**src/rtl/sram_ctl_pkg.sv**
```systemverilog
package sram_ctl_pkg;
  typedef enum logic [1:0] {
    PH_IDLE   = 2'd0,
    PH_SETUP  = 2'd1,
    PH_ACTIVE = 2'd2,
    PH_HOLD   = 2'd3
  } phase_e;
endpackage

```
**src/rtl/sram_ctl_pwrup.sv**
```systemverilog
module sram_ctl_pwrup #(
  parameter int WAIT_CYC = 18750
) (
  input  logic clk,
  input  logic rst,
  output logic pwr_ok
);
  localparam int CW = $clog2(WAIT_CYC + 1);
  localparam logic [CW-1:0] LAST = CW'(WAIT_CYC - 1);

  logic [CW-1:0] cnt_q;

  always_ff @(posedge clk) begin
    if (rst) begin
      cnt_q  <= '0;
      pwr_ok <= 1'b0;
    end else if (!pwr_ok) begin
      if (cnt_q == LAST) pwr_ok <= 1'b1;
      else               cnt_q  <= cnt_q + CW'(1);
    end
  end
endmodule

```
**src/rtl/sram_ctl_seq.sv**
```systemverilog
module sram_ctl_seq
  import sram_ctl_pkg::*;
#(
  parameter int SETUP_CYC  = 2,
  parameter int ACTIVE_CYC = 3,
  parameter int HOLD_CYC   = 1
) (
  input  logic   clk,
  input  logic   rst,
  input  logic   start,
  output phase_e phase,
  output phase_e phase_nxt,
  output logic   last
);
  localparam int MAXC = (SETUP_CYC > ACTIVE_CYC) ?
                        ((SETUP_CYC > HOLD_CYC) ? SETUP_CYC : HOLD_CYC) :
                        ((ACTIVE_CYC > HOLD_CYC) ? ACTIVE_CYC : HOLD_CYC);
  localparam int CNT_W = (MAXC > 1) ? $clog2(MAXC) : 1;
  localparam logic [CNT_W-1:0] LD_SETUP  = CNT_W'(SETUP_CYC - 1);
  localparam logic [CNT_W-1:0] LD_ACTIVE = CNT_W'(ACTIVE_CYC - 1);
  localparam logic [CNT_W-1:0] LD_HOLD   = CNT_W'(HOLD_CYC - 1);

  logic [CNT_W-1:0] cnt_q;

  assign last = (cnt_q == '0);

  always_comb begin
    phase_nxt = phase;
    unique case (phase)
      PH_IDLE:   if (start) phase_nxt = PH_SETUP;
      PH_SETUP:  if (last)  phase_nxt = PH_ACTIVE;
      PH_ACTIVE: if (last)  phase_nxt = PH_HOLD;
      PH_HOLD:   if (last)  phase_nxt = PH_IDLE;
      default:              phase_nxt = PH_IDLE;
    endcase
  end

  always_ff @(posedge clk) begin
    if (rst) begin
      phase <= PH_IDLE;
      cnt_q <= '0;
    end else begin
      phase <= phase_nxt;
      if (phase_nxt != phase) begin
        unique case (phase_nxt)
          PH_SETUP:  cnt_q <= LD_SETUP;
          PH_ACTIVE: cnt_q <= LD_ACTIVE;
          PH_HOLD:   cnt_q <= LD_HOLD;
          default:   cnt_q <= '0;
        endcase
      end else if (!last) begin
        cnt_q <= cnt_q - CNT_W'(1);
      end
    end
  end
endmodule

```
**src/rtl/sram_ctl_pins.sv**
```systemverilog
module sram_ctl_pins
  import sram_ctl_pkg::*;
#(
  parameter int ADDR_W = 20,
  parameter int DATA_W = 16,
  parameter int LANES  = DATA_W / 8
) (
  input  logic              clk,
  input  logic              rst,
  input  logic              accept,
  input  logic              noop_rd,
  input  logic              pwr_ok,
  input  logic              req_write,
  input  logic [ADDR_W-1:0] req_addr,
  input  logic [DATA_W-1:0] req_wdata,
  input  logic [LANES-1:0]  req_be,
  input  phase_e            phase,
  input  phase_e            phase_nxt,
  input  logic              last,
  output logic              req_ready,
  output logic              rsp_valid,
  output logic [DATA_W-1:0] rsp_rdata,
  output logic [LANES-1:0]  rsp_be,
  output logic [ADDR_W-1:0] sram_addr,
  output logic              sram_cs_n,
  output logic              sram_we_n,
  output logic              sram_oe_n,
  output logic [LANES-1:0]  sram_lane_n,
  output logic [DATA_W-1:0] sram_dq_out,
  output logic              sram_dq_oe,
  input  logic [DATA_W-1:0] sram_dq_in
);
  logic             wr_q;
  logic [LANES-1:0] be_q;
  logic             wr_sel;
  logic [LANES-1:0] be_sel;
  logic             busy_nxt;
  logic             capture;

  assign wr_sel   = accept ? req_write : wr_q;
  assign be_sel   = accept ? req_be : be_q;
  assign busy_nxt = (phase_nxt != PH_IDLE);
  assign capture  = (phase == PH_ACTIVE) && last && !wr_q;

  // request capture, held for the whole access
  always_ff @(posedge clk) begin
    if (rst) begin
      wr_q        <= 1'b0;
      be_q        <= '0;
      sram_addr   <= '0;
      sram_dq_out <= '0;
    end else if (accept) begin
      wr_q        <= req_write;
      be_q        <= req_be;
      sram_addr   <= req_addr;
      sram_dq_out <= req_wdata;
    end
  end

  // control pins, registered from the next phase
  always_ff @(posedge clk) begin
    if (rst) begin
      sram_cs_n  <= 1'b1;
      sram_we_n  <= 1'b1;
      sram_oe_n  <= 1'b1;
      sram_dq_oe <= 1'b0;
      req_ready  <= 1'b0;
    end else begin
      sram_cs_n  <= !busy_nxt;
      sram_we_n  <= !((phase_nxt == PH_ACTIVE) && wr_sel);
      sram_oe_n  <= !((phase_nxt == PH_ACTIVE) && !wr_sel);
      sram_dq_oe <= busy_nxt && wr_sel;
      req_ready  <= pwr_ok && !busy_nxt;
    end
  end

  always_ff @(posedge clk) begin
    if (rst) begin
      rsp_valid <= 1'b0;
      rsp_be    <= '0;
    end else begin
      rsp_valid <= capture || noop_rd;
      if (capture)      rsp_be <= be_q;
      else if (noop_rd) rsp_be <= '0;
    end
  end

  for (genvar g = 0; g < LANES; g++) begin : g_lane
    always_ff @(posedge clk) begin
      if (rst) begin
        sram_lane_n[g]       <= 1'b1;
        rsp_rdata[g*8 +: 8]  <= '0;
      end else begin
        sram_lane_n[g] <= !(busy_nxt && be_sel[g]);
        if (capture)
          rsp_rdata[g*8 +: 8] <= be_q[g] ? sram_dq_in[g*8 +: 8] : 8'h00;
        else if (noop_rd)
          rsp_rdata[g*8 +: 8] <= 8'h00;
      end
    end
  end
endmodule

```
**src/rtl/sram_ctl.sv**
```systemverilog
module sram_ctl
  import sram_ctl_pkg::*;
#(
  parameter int ADDR_W     = 20,
  parameter int DATA_W     = 16,
  parameter int CLK_MHZ    = 125,
  parameter int PWRUP_US   = 150,
  parameter int SETUP_CYC  = 2,
  parameter int ACTIVE_CYC = 3,
  parameter int HOLD_CYC   = 1
) (
  input  logic                  clk,
  input  logic                  rst,
  input  logic                  req_valid,
  output logic                  req_ready,
  input  logic                  req_write,
  input  logic [ADDR_W-1:0]     req_addr,
  input  logic [DATA_W-1:0]     req_wdata,
  input  logic [DATA_W/8-1:0]   req_be,
  output logic                  rsp_valid,
  output logic [DATA_W-1:0]     rsp_rdata,
  output logic [DATA_W/8-1:0]   rsp_be,
  output logic [ADDR_W-1:0]     sram_addr,
  output logic                  sram_cs_n,
  output logic                  sram_we_n,
  output logic                  sram_oe_n,
  output logic [DATA_W/8-1:0]   sram_lane_n,
  output logic [DATA_W-1:0]     sram_dq_out,
  output logic                  sram_dq_oe,
  input  logic [DATA_W-1:0]     sram_dq_in
);
  localparam int LANES    = DATA_W / 8;
  localparam int WAIT_CYC = CLK_MHZ * PWRUP_US;

  logic   pwr_ok;
  logic   take;
  logic   accept;
  logic   noop_rd;
  phase_e phase;
  phase_e phase_nxt;
  logic   last;

  assign take    = req_valid && req_ready && (phase == PH_IDLE);
  assign accept  = take && (|req_be);
  assign noop_rd = take && !(|req_be) && !req_write;

  sram_ctl_pwrup #(.WAIT_CYC(WAIT_CYC)) pwrup_i (
    .clk    (clk),
    .rst    (rst),
    .pwr_ok (pwr_ok)
  );

  sram_ctl_seq #(
    .SETUP_CYC  (SETUP_CYC),
    .ACTIVE_CYC (ACTIVE_CYC),
    .HOLD_CYC   (HOLD_CYC)
  ) seq_i (
    .clk       (clk),
    .rst       (rst),
    .start     (accept),
    .phase     (phase),
    .phase_nxt (phase_nxt),
    .last      (last)
  );

  sram_ctl_pins #(
    .ADDR_W (ADDR_W),
    .DATA_W (DATA_W),
    .LANES  (LANES)
  ) pins_i (
    .clk         (clk),
    .rst         (rst),
    .accept      (accept),
    .noop_rd     (noop_rd),
    .pwr_ok      (pwr_ok),
    .req_write   (req_write),
    .req_addr    (req_addr),
    .req_wdata   (req_wdata),
    .req_be      (req_be),
    .phase       (phase),
    .phase_nxt   (phase_nxt),
    .last        (last),
    .req_ready   (req_ready),
    .rsp_valid   (rsp_valid),
    .rsp_rdata   (rsp_rdata),
    .rsp_be      (rsp_be),
    .sram_addr   (sram_addr),
    .sram_cs_n   (sram_cs_n),
    .sram_we_n   (sram_we_n),
    .sram_oe_n   (sram_oe_n),
    .sram_lane_n (sram_lane_n),
    .sram_dq_out (sram_dq_out),
    .sram_dq_oe  (sram_dq_oe),
    .sram_dq_in  (sram_dq_in)
  );
endmodule

```
**config.mk**
```make
export PLATFORM = sky130hd
export DESIGN_NAME = sram_ctl
export DESIGN_NICKNAME = d
export VERILOG_FILES = /design/src/rtl/sram_ctl_pkg.sv /design/src/rtl/sram_ctl_pwrup.sv /design/src/rtl/sram_ctl_seq.sv /design/src/rtl/sram_ctl_pins.sv /design/src/rtl/sram_ctl.sv
export SDC_FILE = /design/constraint.sdc
export NUM_CORES = 1
export LEC_CHECK = 0
export BUFFER_PORTS_ARGS = -buffer_cell sky130_fd_sc_hd__buf_2
export CAP_MARGIN = 20
export CELL_PAD_IN_SITES_DETAIL_PLACEMENT = 1
export CELL_PAD_IN_SITES_GLOBAL_PLACEMENT = 1
export CORE_MARGIN = 2
export CORE_UTILIZATION = 30
export DETAILED_ROUTE_END_ITERATION = 6
export PLACE_DENSITY = 0.72
export SYNTH_ARGS = -nofsm -noshare
export SYNTH_HDL_FRONTEND = slang
export SYNTH_SLANG_ARGS = --single-unit
```
**constraint.sdc**
```tcl
create_clock -name clk -period 2 [get_ports clk]
set_input_delay 0 -clock clk [delete_from_list [all_inputs] [get_ports clk]]
set_output_delay 0 -clock clk [all_outputs]
set_load 0.01 [all_outputs]
```
# Yosys cells after proc, flatten, opt, wreduce, memory -nomap -nowiden
# Cells that the tools add are included.
[totals]
out_inout_bits = 62
input_bits = 58
ff_bits = 85
word_cells = 79
[classes]
eq_ne = 8
muxes = 19
add_sub_neg = 2
bitwise = 2
reduce_logical = 29
[ops]
columns = ["op", "n"]
rows = [
  ["$mux 8", 5],
  ["$mux 2", 9],
  ["$add 15x1->15 const B", 1],
  ["$eq 15x15->1 const B", 1],
  ["$logic_and 1x1->1", 13],
  ["$logic_not 1->1", 9],
  ["$pmux 2 s4", 1],
  ["$eq 2x2->1 const B", 3],
  ["$eq 2x1->1 const B", 2],
  ["$logic_not 2->1", 2],
  ["$pmux 2 s2", 1],
  ["$reduce_bool 2->1", 2],
  ["$mux 1", 3],
  ["$ne 2x2->1", 1],
  ["$ne 2x2->1 const B", 1],
  ["$not 1->1", 2],
  ["$reduce_and 2->1", 1],
  ["$reduce_or 2->1", 1],
  ["$sub 2x1->2 const B", 1],
  ["$logic_or 1x1->1", 1],
]

# Depth between registers and ports, before layout
# Gate-level depths: netlist (run 1).
[logic_depth]
depth_word = 8
mapped_depth = 8
depth_no_buf = 7

# Modules after synthesis
# Synthesis (run 1) repeated with hierarchy kept, for this count alone.
[unflattened]
hier_cells = 335
area_unflattened_um2 = 3631.0
[by_module_without_submodules]
columns = ["mod", "instances", "area_each_um2", "seq_area_each_um2", "cells_each"]
rows = [
  ["sram_ctl_pins", 1, 2533.7, 1301.2, 226],
  ["sram_ctl_pwrup", 1, 860.8, 320.3, 83],
  ["sram_ctl_seq", 1, 205.2, 80.1, 22],
  ["sram_ctl", 1, 31.3, 0.0, 4],
]

# Least setup slack after synthesis (run 1)
# Ideal clock, no wire load.
[synth_path]
path_kind = "flip-flop to flip-flop"
start = "register seq_i.cnt_q[0]"
end = "register pins_i.rsp_rdata[2]"
setup_ps = 128
arrival_time_ps = 1660
required_time_ps = 1872
synth_period_minus_slack_ps = 1787
path_slack_ps = 213
path_buffers = 2
path_stages_with_launch = 9
cell_sequence = "dfxtp_1 inv_1 ha_1 clkbuf_1 nor4bb_1 a21oi_1 buf_2 a22oi_1 nor2_1"
[synth_between]
elab_chain_len = 4
word_cells_on_any_way = 5
cone_classes = "1 x mux; 4 x reduce/logical"
[synth_lines]
columns = ["element", "line_no", "text"]
rows = [
  ["start: declaration", "sram_ctl_seq.sv:23", "logic [CNT_W-1:0] cnt_q;"],
  ["start signal: assignment", "sram_ctl_seq.sv:52", "cnt_q <= cnt_q - CNT_W'(1);"],
  ["$logic_not 2->1 *", "sram_ctl_seq.sv:25", "assign last = (cnt_q == '0);"],
  ["$logic_and 1x1->1 * (2 in a row)", "sram_ctl_pins.sv:43", "assign capture = (phase == PH_ACTIVE) && last && !wr_q;"],
  ["$mux 8 / $reduce_bool 2->1 (equally long branches)", "-", ""],
  ["end signal: indexed assignment", "sram_ctl_pins.sv:96", "rsp_rdata[g*8 +: 8] <= be_q[g] ? sram_dq_in[g*8 +: 8] : 8'h00;"],
  ["end: declaration", "sram_ctl_pins.sv:22", "output logic [DATA_W-1:0] rsp_rdata,"],
]
# Mark *: on every way between the ends. The rest lies on a longest branch, timed or not.
# A chain may end at the register's enable or synchronous reset.

# Worst setup path in the final report (run 1)
[layout_path]
start = "register pwrup_i.cnt_q[6]"
end = "register pwrup_i.cnt_q[1]"
[layout_between]
elab_chain_len = 3
[layout_lines]
columns = ["element", "line_no", "text"]
rows = [
  ["start: declaration", "sram_ctl_pwrup.sv:11", "logic [CW-1:0] cnt_q;"],
  ["start signal: assignment", "sram_ctl_pwrup.sv:19", "else cnt_q <= cnt_q + CW'(1);"],
  ["$eq 15x15->1", "sram_ctl_pwrup.sv:18", "if (cnt_q == LAST) pwr_ok <= 1'b1;"],
  ["$not 1->1 (no source line)", "-", ""],
  ["$reduce_and 2->1 (no source line)", "-", ""],
]
# Every way passes these cells.

==> reports/results.ini, run 1 <==
[status]
status=complete, no violations

[worst_setup_path]
startpoint_type=register
worstPathArrival_ps=2120
reg2reg_slack_ps=170
endpoint_kind=register
required_ps=2290
reg2reg_to=pwrup_i.cnt_q[1]
cp_cell_sequence=or4b_4, or4_4, a31oi_1, o21a_1
cpPeakStageDelay_ps=590
crit_path_max_fanout=7
worst_r2r_startpoint=pwrup_i.cnt_q[6]
reg2regPathDepth=4
cp_slowest_cell=or4b_4
path_class=reg -> reg

[yosys]
syn_area_per_cell_um2=8.52
synth_cells=374
syn_area_mm2=0.00319
yosys.area.top_type=dfxtp_1
synth.area.top_cells=dfxtp_1 53%, nand2_1 10%, a21oi_1 7.7%
async_flop_share_pct=0
synth_seq_cells=85
synth_edf_count=0
synth_cell_types=42
synthFlopType=dfxtp_1
yosysTopAreaCellShare_pct=53.4
synth-seq-area-share_pct=53.4
syn_nets=435
ys_warn_count=0

[drt]
routed-via-count=3236
firstDrtPassIters=4
drc=0
ant_nets=0
drt_iter0_drc=163
avgRoutedWirePerCell_um=14.1
viasPerCell=4.75
wirelength_um=9620

[sta]
layout_min_cycle_time_ps=1830
slew_headroom_pct=66.7
hold_viol=0
timing.fmax_mhz=546
finClkSkew_ps=13.9
setup_viol=0
slew_viol_final=0
period_share_pct=91.6
setup_tns_ps=0
rsz0062_at_grt=no
worst_slew_pin_slew_ps=499

[final_layout]
area_growth_syn_to_layout_pct=45.8
nets=602
final_area_mm2=0.00465
layout_commonest_cell=buf_2
final_cell_mix=119 x buf_2, 85 x nand2_1, 85 x dfxtp_1
diodes=0
fillCellCount=1233
drive_above_1_share_pct=27.2

[power]
p_sw_mw=0.759
combPwrFrac_pct=10.4
power.leakage_nw=1.94
ir_drop_mv=0.316
internal-power_mw=2.48
power_frac_clock_pct=36.1
seqPwrFrac_pct=53.5
sw_frac_of_total_pct=23.4
power_mw=3.24
powerDensity_mw_per_mm2=697

[grt]
overflow=0
grt_pass1_wl_um=16000
grt_pass1_vias=3441
antenna_found_initial=0
track_usage_pct=17.4
grt_max_degree=39

[run]
maxCapViolCount=0

[floorplanning]
die_w_um=107
initial_core_util_pct=30.9
die_y_um=107
die_area_mm2=0.0115
coreArea_mm2=0.0103
rows=37
io_pins=120

[clock_network]
cts_root_buf=clkbuf_8
cts_inserted_buffers=9
cts_max_path_buffers=2
clk_latency_ps=350
cts_num_sinks=85
cts-htree-levels=3
clkTransAtPathRegs_ps=80
cts_tree=yes
cts_setup_buffers=0

[placed_design]
place.gp.congestion=0.715
port_buffers=119
hpwl_um=6370
dpl_cell_area_mm2=0.00393

[worst_hold_path]
hold_end=pins_i.sram_lane_n[0]
worstHoldStart=req_be[0]
hold_depth=3
min_path_type=in -> reg

## cell families (layout without fill, tap and decap cells)
kind of cell / count (synthesis) / after routing / synth area share [%]
flip-flops: 85 / 85 / 53.4
AO/OA/AOI/OAI: 87 / 87 / 16.3
AND/OR/NAND/NOR: 161 / 161 / 23.3
buffers and inverters: 32 / 203 / 4.12
XOR/XNOR: 4 / 4 / 1.10
multiplexers: 2 / 2 / 0.668
adder cells (fa/ha/maj): 3 / 3 / 1.18
## cells in the mapped netlist, types with 3 or more instances
| cell | number |
|---|---|
| nor2b_1 | 5 |
| ha_1 | 3 |
| buf_2 | 9 |
| a21oi_1 | 49 |
| nor3_1 | 5 |
| nand3_1 | 6 |
| clkbuf_1 | 17 |
| nor2_1 | 33 |
| nand2_1 | 85 |
| inv_1 | 5 |
| or3_1 | 5 |
| nand2b_1 | 3 |
| a22oi_1 | 16 |
| nand4_1 | 4 |
| xor2_1 | 4 |
| dfxtp_1 | 85 |
| o21ai_0 | 7 |
## worst max-delay path by stage
stage | start | slack, ps | endpoint | depth (start not counted)
floorplan | seq_i.cnt_q[0] | 210 | pins_i.rsp_rdata[2] | 8
global placement | pwrup_i.cnt_q[6] | 180 | pwrup_i.cnt_q[0] | 4
detailed placement | pwrup_i.cnt_q[6] | 130 | pwrup_i.cnt_q[0] | 4
CTS | pwrup_i.cnt_q[6] | 110 | pwrup_i.cnt_q[0] | 4
global route | pwrup_i.cnt_q[6] | 80 | pwrup_i.cnt_q[0] | 4
finish | pwrup_i.cnt_q[6] | 170 | pwrup_i.cnt_q[1] | 4
## registers in the layout (all words and copies together) (netlist names), 2 cells and up
signal and cells:
pins_i.be_q 2, pins_i.rsp_be 2, pins_i.rsp_rdata 16, pins_i.sram_addr 20
pins_i.sram_dq_out 16, pins_i.sram_lane_n 2, pwrup_i.cnt_q 15, seq_i.cnt_q 2
seq_i.phase 2
## stage by stage
step	util (%)	worst slack, ps	cells	hold slack [ps]
3_3_place_gp	38.0	183	613	233
6_report	45.0	167	681	66.7
2_1_floorplan	-	213	374	136
3_5_place_dp	38.0	125	613	248
4_1_cts	44.9	107	681	45.6
5_1_grt	45.0	79.5	681	84.4
## worst max-delay path: cells and delay by family (launching register included)
family	cells	cell delay, ps
AO/OA/AOI/OAI	2	330
flip-flops	1	370
AND/OR/NAND/NOR	2	1090
## metal layers
layer	share of wire (%)	vias up	track usage, %	wire, um
met4	1.1	0	6.68	108
met2	52	90	31.5	4970
met1	41	1535	19.1	3940
met3	6.2	9	4.80	600
li1	-	1602	-	-
met5	0	-	0	0
## final cells by class
cell class | count | area, um^2 | area share (%)
Timing Repair Buffer | 183 | 1210 | 26.0
Sequential cell | 85 | 1700 | 36.6
Multi-Input combinational cell | 257 | 1370 | 29.4
Tap cell | 136 | 170 | 3.66
Clock inverter | 4 | 50.0 | 1.08
Clock buffer | 11 | 131 | 2.83
Inverter | 5 | 18.8 | 0.404
## power groups by stage
| stage | Combinational [mW] | Clock (mW) | Sequential (mW) |
|---|---|---|---|
| after global placement | 0.247 | 0 | 1.77 |
| after floorplan | 0.143 | 0 | 1.77 |
| final | 0.338 | 1.17 | 1.73 |
| after CTS | 0.339 | 1.21 | 1.73 |
| after global routing | 0.380 | 1.27 | 1.74 |
| after detailed placement | 0.257 | 0 | 1.77 |
## timing repair
| item | CTS | global route |
|---|---|---|
| endpoints found under the hold margin | 54 | 0 |
| endpoints found under the setup margin | 0 | 1 |
| resized for setup | 0 | 1 |
| hold buffers | 53 | 0 |
Note: power is estimated with default switching activity, not from simulation.
==> inputs of run 2 (changes only) <==
ABC_AREA = 1   (was not set)
PLACE_DENSITY = 0.73   (was 0.72)
==> reports/results.ini, run 2 <==
[yosys]
synth_seq_cells=85
synth_cell_types=26
syn_area_mm2=0.00340
synth_edf_count=0
synthFlopType=dfxtp_1
syn_nets=517
async_flop_share_pct=0
syn_area_per_cell_um2=7.45
synth.area.top_cells=dfxtp_1 50%, nand2_1 20%, a21oi_1 9.6%
synth_cells=456
synth.most_common_cell=nand2_1
synth_common_cells=180 x nand2_1, 85 x dfxtp_1, 65 x a21oi_1
yosys.area.top_type=dfxtp_1
synth-seq-area-share_pct=50.1
yosysTopAreaCellShare_pct=50.1
ys_warn_count=0

[power]
power_mw=3.91
combPwrFrac_pct=8.2
sw_frac_of_total_pct=21.4
powerDensity_mw_per_mm2=779
power.leakage_nw=2.11
p_sw_mw=0.835
seqPwrFrac_pct=44.4
internal-power_mw=3.07
ir_drop_mv=0.470
power_frac_clock_pct=47.4

[worst_setup_path]
required_ps=2250
path_delay_family=compound AO/OA/AOI/OAI gates
cpPeakStageDelay_ps=510
cp_cell_sequence=inv_1, ha_1, nand3_1, a21boi_4, nand2_1, a21oi_1
endpoint_kind=register
path_buf_inv=1
crit_path_max_fanout=19
path_class=reg -> reg
startpoint_type=register
cp_slowest_cell=a21boi_4
worstPathArrival_ps=2010

[final_layout]
largest_reg_flops=20
final_area_mm2=0.00501
largestRegisters=pins_i.sram_addr (20), pins_i.rsp_rdata (16), pins_i.sram_dq_out (16)
nets=690
drive_above_1_share_pct=26.1
area_growth_syn_to_layout_pct=47.6
utilization_pct=45.8
regMostFlops=pins_i.sram_addr
layout_commonest_cell=nand2_1
final_cell_mix=180 x nand2_1, 119 x buf_2, 85 x dfxtp_1
fillCellCount=1379
finalNonFillerCells=774

[sta]
hold_viol=0
timing.fmax_mhz=568
hold_slack_ps=38.0
finClkSkew_ps=7.61
slew_headroom_pct=65.4
worst_slew_pin_slew_ps=518
rsz0062_at_grt=no
setup_viol=0
setup_tns_ps=0
setup_slack_ps=241
period_share_pct=88.0
slew_viol_final=0
layout_min_cycle_time_ps=1760

[grt]
antenna_found_initial=1
track_usage_pct=18.7
overflow=0
grt_pass1_vias=3921
grt_pass1_wl_um=18800
grt_max_degree=39

[drt]
firstDrtPassIters=4
ant_nets=0
drc=0
wirelength_um=11200
drt_iter0_drc=181
routed-via-count=3587
avgRoutedWirePerCell_um=14.4
viasPerCell=4.63

[placed_design]
port_buffers=119
place.gp.congestion=0.784
dpl_cell_area_mm2=0.00416
dp_slack_ps=218
hpwl_um=7280
dp.cells=706

[clock_network]
clkTransAtPathRegs_ps=60
cts_tree=yes
cts_max_path_buffers=2
cts_root_buf=clkbuf_16
cts_setup_buffers=0
cts_inserted_buffers=9
cts-htree-levels=3
clk_latency_ps=330
cts_num_sinks=85

[status]
status=complete, no violations

[floorplanning]
die_y_um=110
rows=38
initial_core_util_pct=31.1
die_area_mm2=0.0122
io_pins=120
coreArea_mm2=0.0109
die_w_um=110

[run]
maxCapViolCount=0

[worst_hold_path]
min_path_type=in -> reg

-- run 2: path summary, 6_finish.rpt --
check	startpoint	endpoint	slack, ps	depth (start not counted)
max	seq_i.cnt_q[0]	pins_i.rsp_rdata[6]	240	6
min	req_be[1]	pins_i.be_q[1]	40	3
max reg2reg	seq_i.cnt_q[0]	pins_i.rsp_rdata[6]	240	6
min reg2reg	pins_i.rsp_be[1]	pins_i.rsp_be[1]	460	2
-- run 2: kinds of logic after synthesis --
logic type	count (synthesis)	synth area share, %
XOR/XNOR	7	1.80
flip-flops	85	50.1
AO/OA/AOI/OAI	81	13.4
adder cells (fa/ha/maj)	3	1.11
AND/OR/NAND/NOR	235	27.9
buffers and inverters	45	5.71
-- run 2: final cells by class --
cell class                      instances  area [um^2]  area share, %
Timing Repair Buffer                  180         1200           23.9
Tap cell                              140          175           3.49
Antenna cell                            1         2.50         0.0499
Sequential cell                        85         1700           33.9
Multi-Input combinational cell        326         1500           30.0
Clock inverter                          3         67.6           1.35
Inverter                               27          101           2.02
Clock buffer                           12          267           5.32
-- run 2: repair_timing --
item / in CTS / in global routing
hold buffers: 52 / 0
hold endpoints to repair: 52 / 0
resized for setup: 0 / 0
-- run 2: metal layers --
metal  up-vias  share of wire, %  wire [um]  GRT usage [%]
li1       1791                 -          -              -
met1      1698                41       4600           20.4
met2        81                54       5980           35.5
met3        17               3.5        390           3.79
met4         0               1.7        193           6.42
met5         -                 0          0              0
-- run 2: worst register-to-register path, cell delays in order (launching register included) --
cell	delay, ps
dfxtp_1	330
inv_1	60
ha_1	270
nand3_1	200
a21boi_4	510
nand2_1	130
a21oi_1	180
-- run 2: power by group through the flow --
stage,Sequential (mW),Clock (mW),Combinational (mW)
floorplan,1.77,0,0.136
global placement,1.77,0,0.225
detailed placement,1.77,0,0.239
CTS,1.73,1.88,0.322
global route,1.74,1.97,0.367
finish,1.73,1.85,0.322
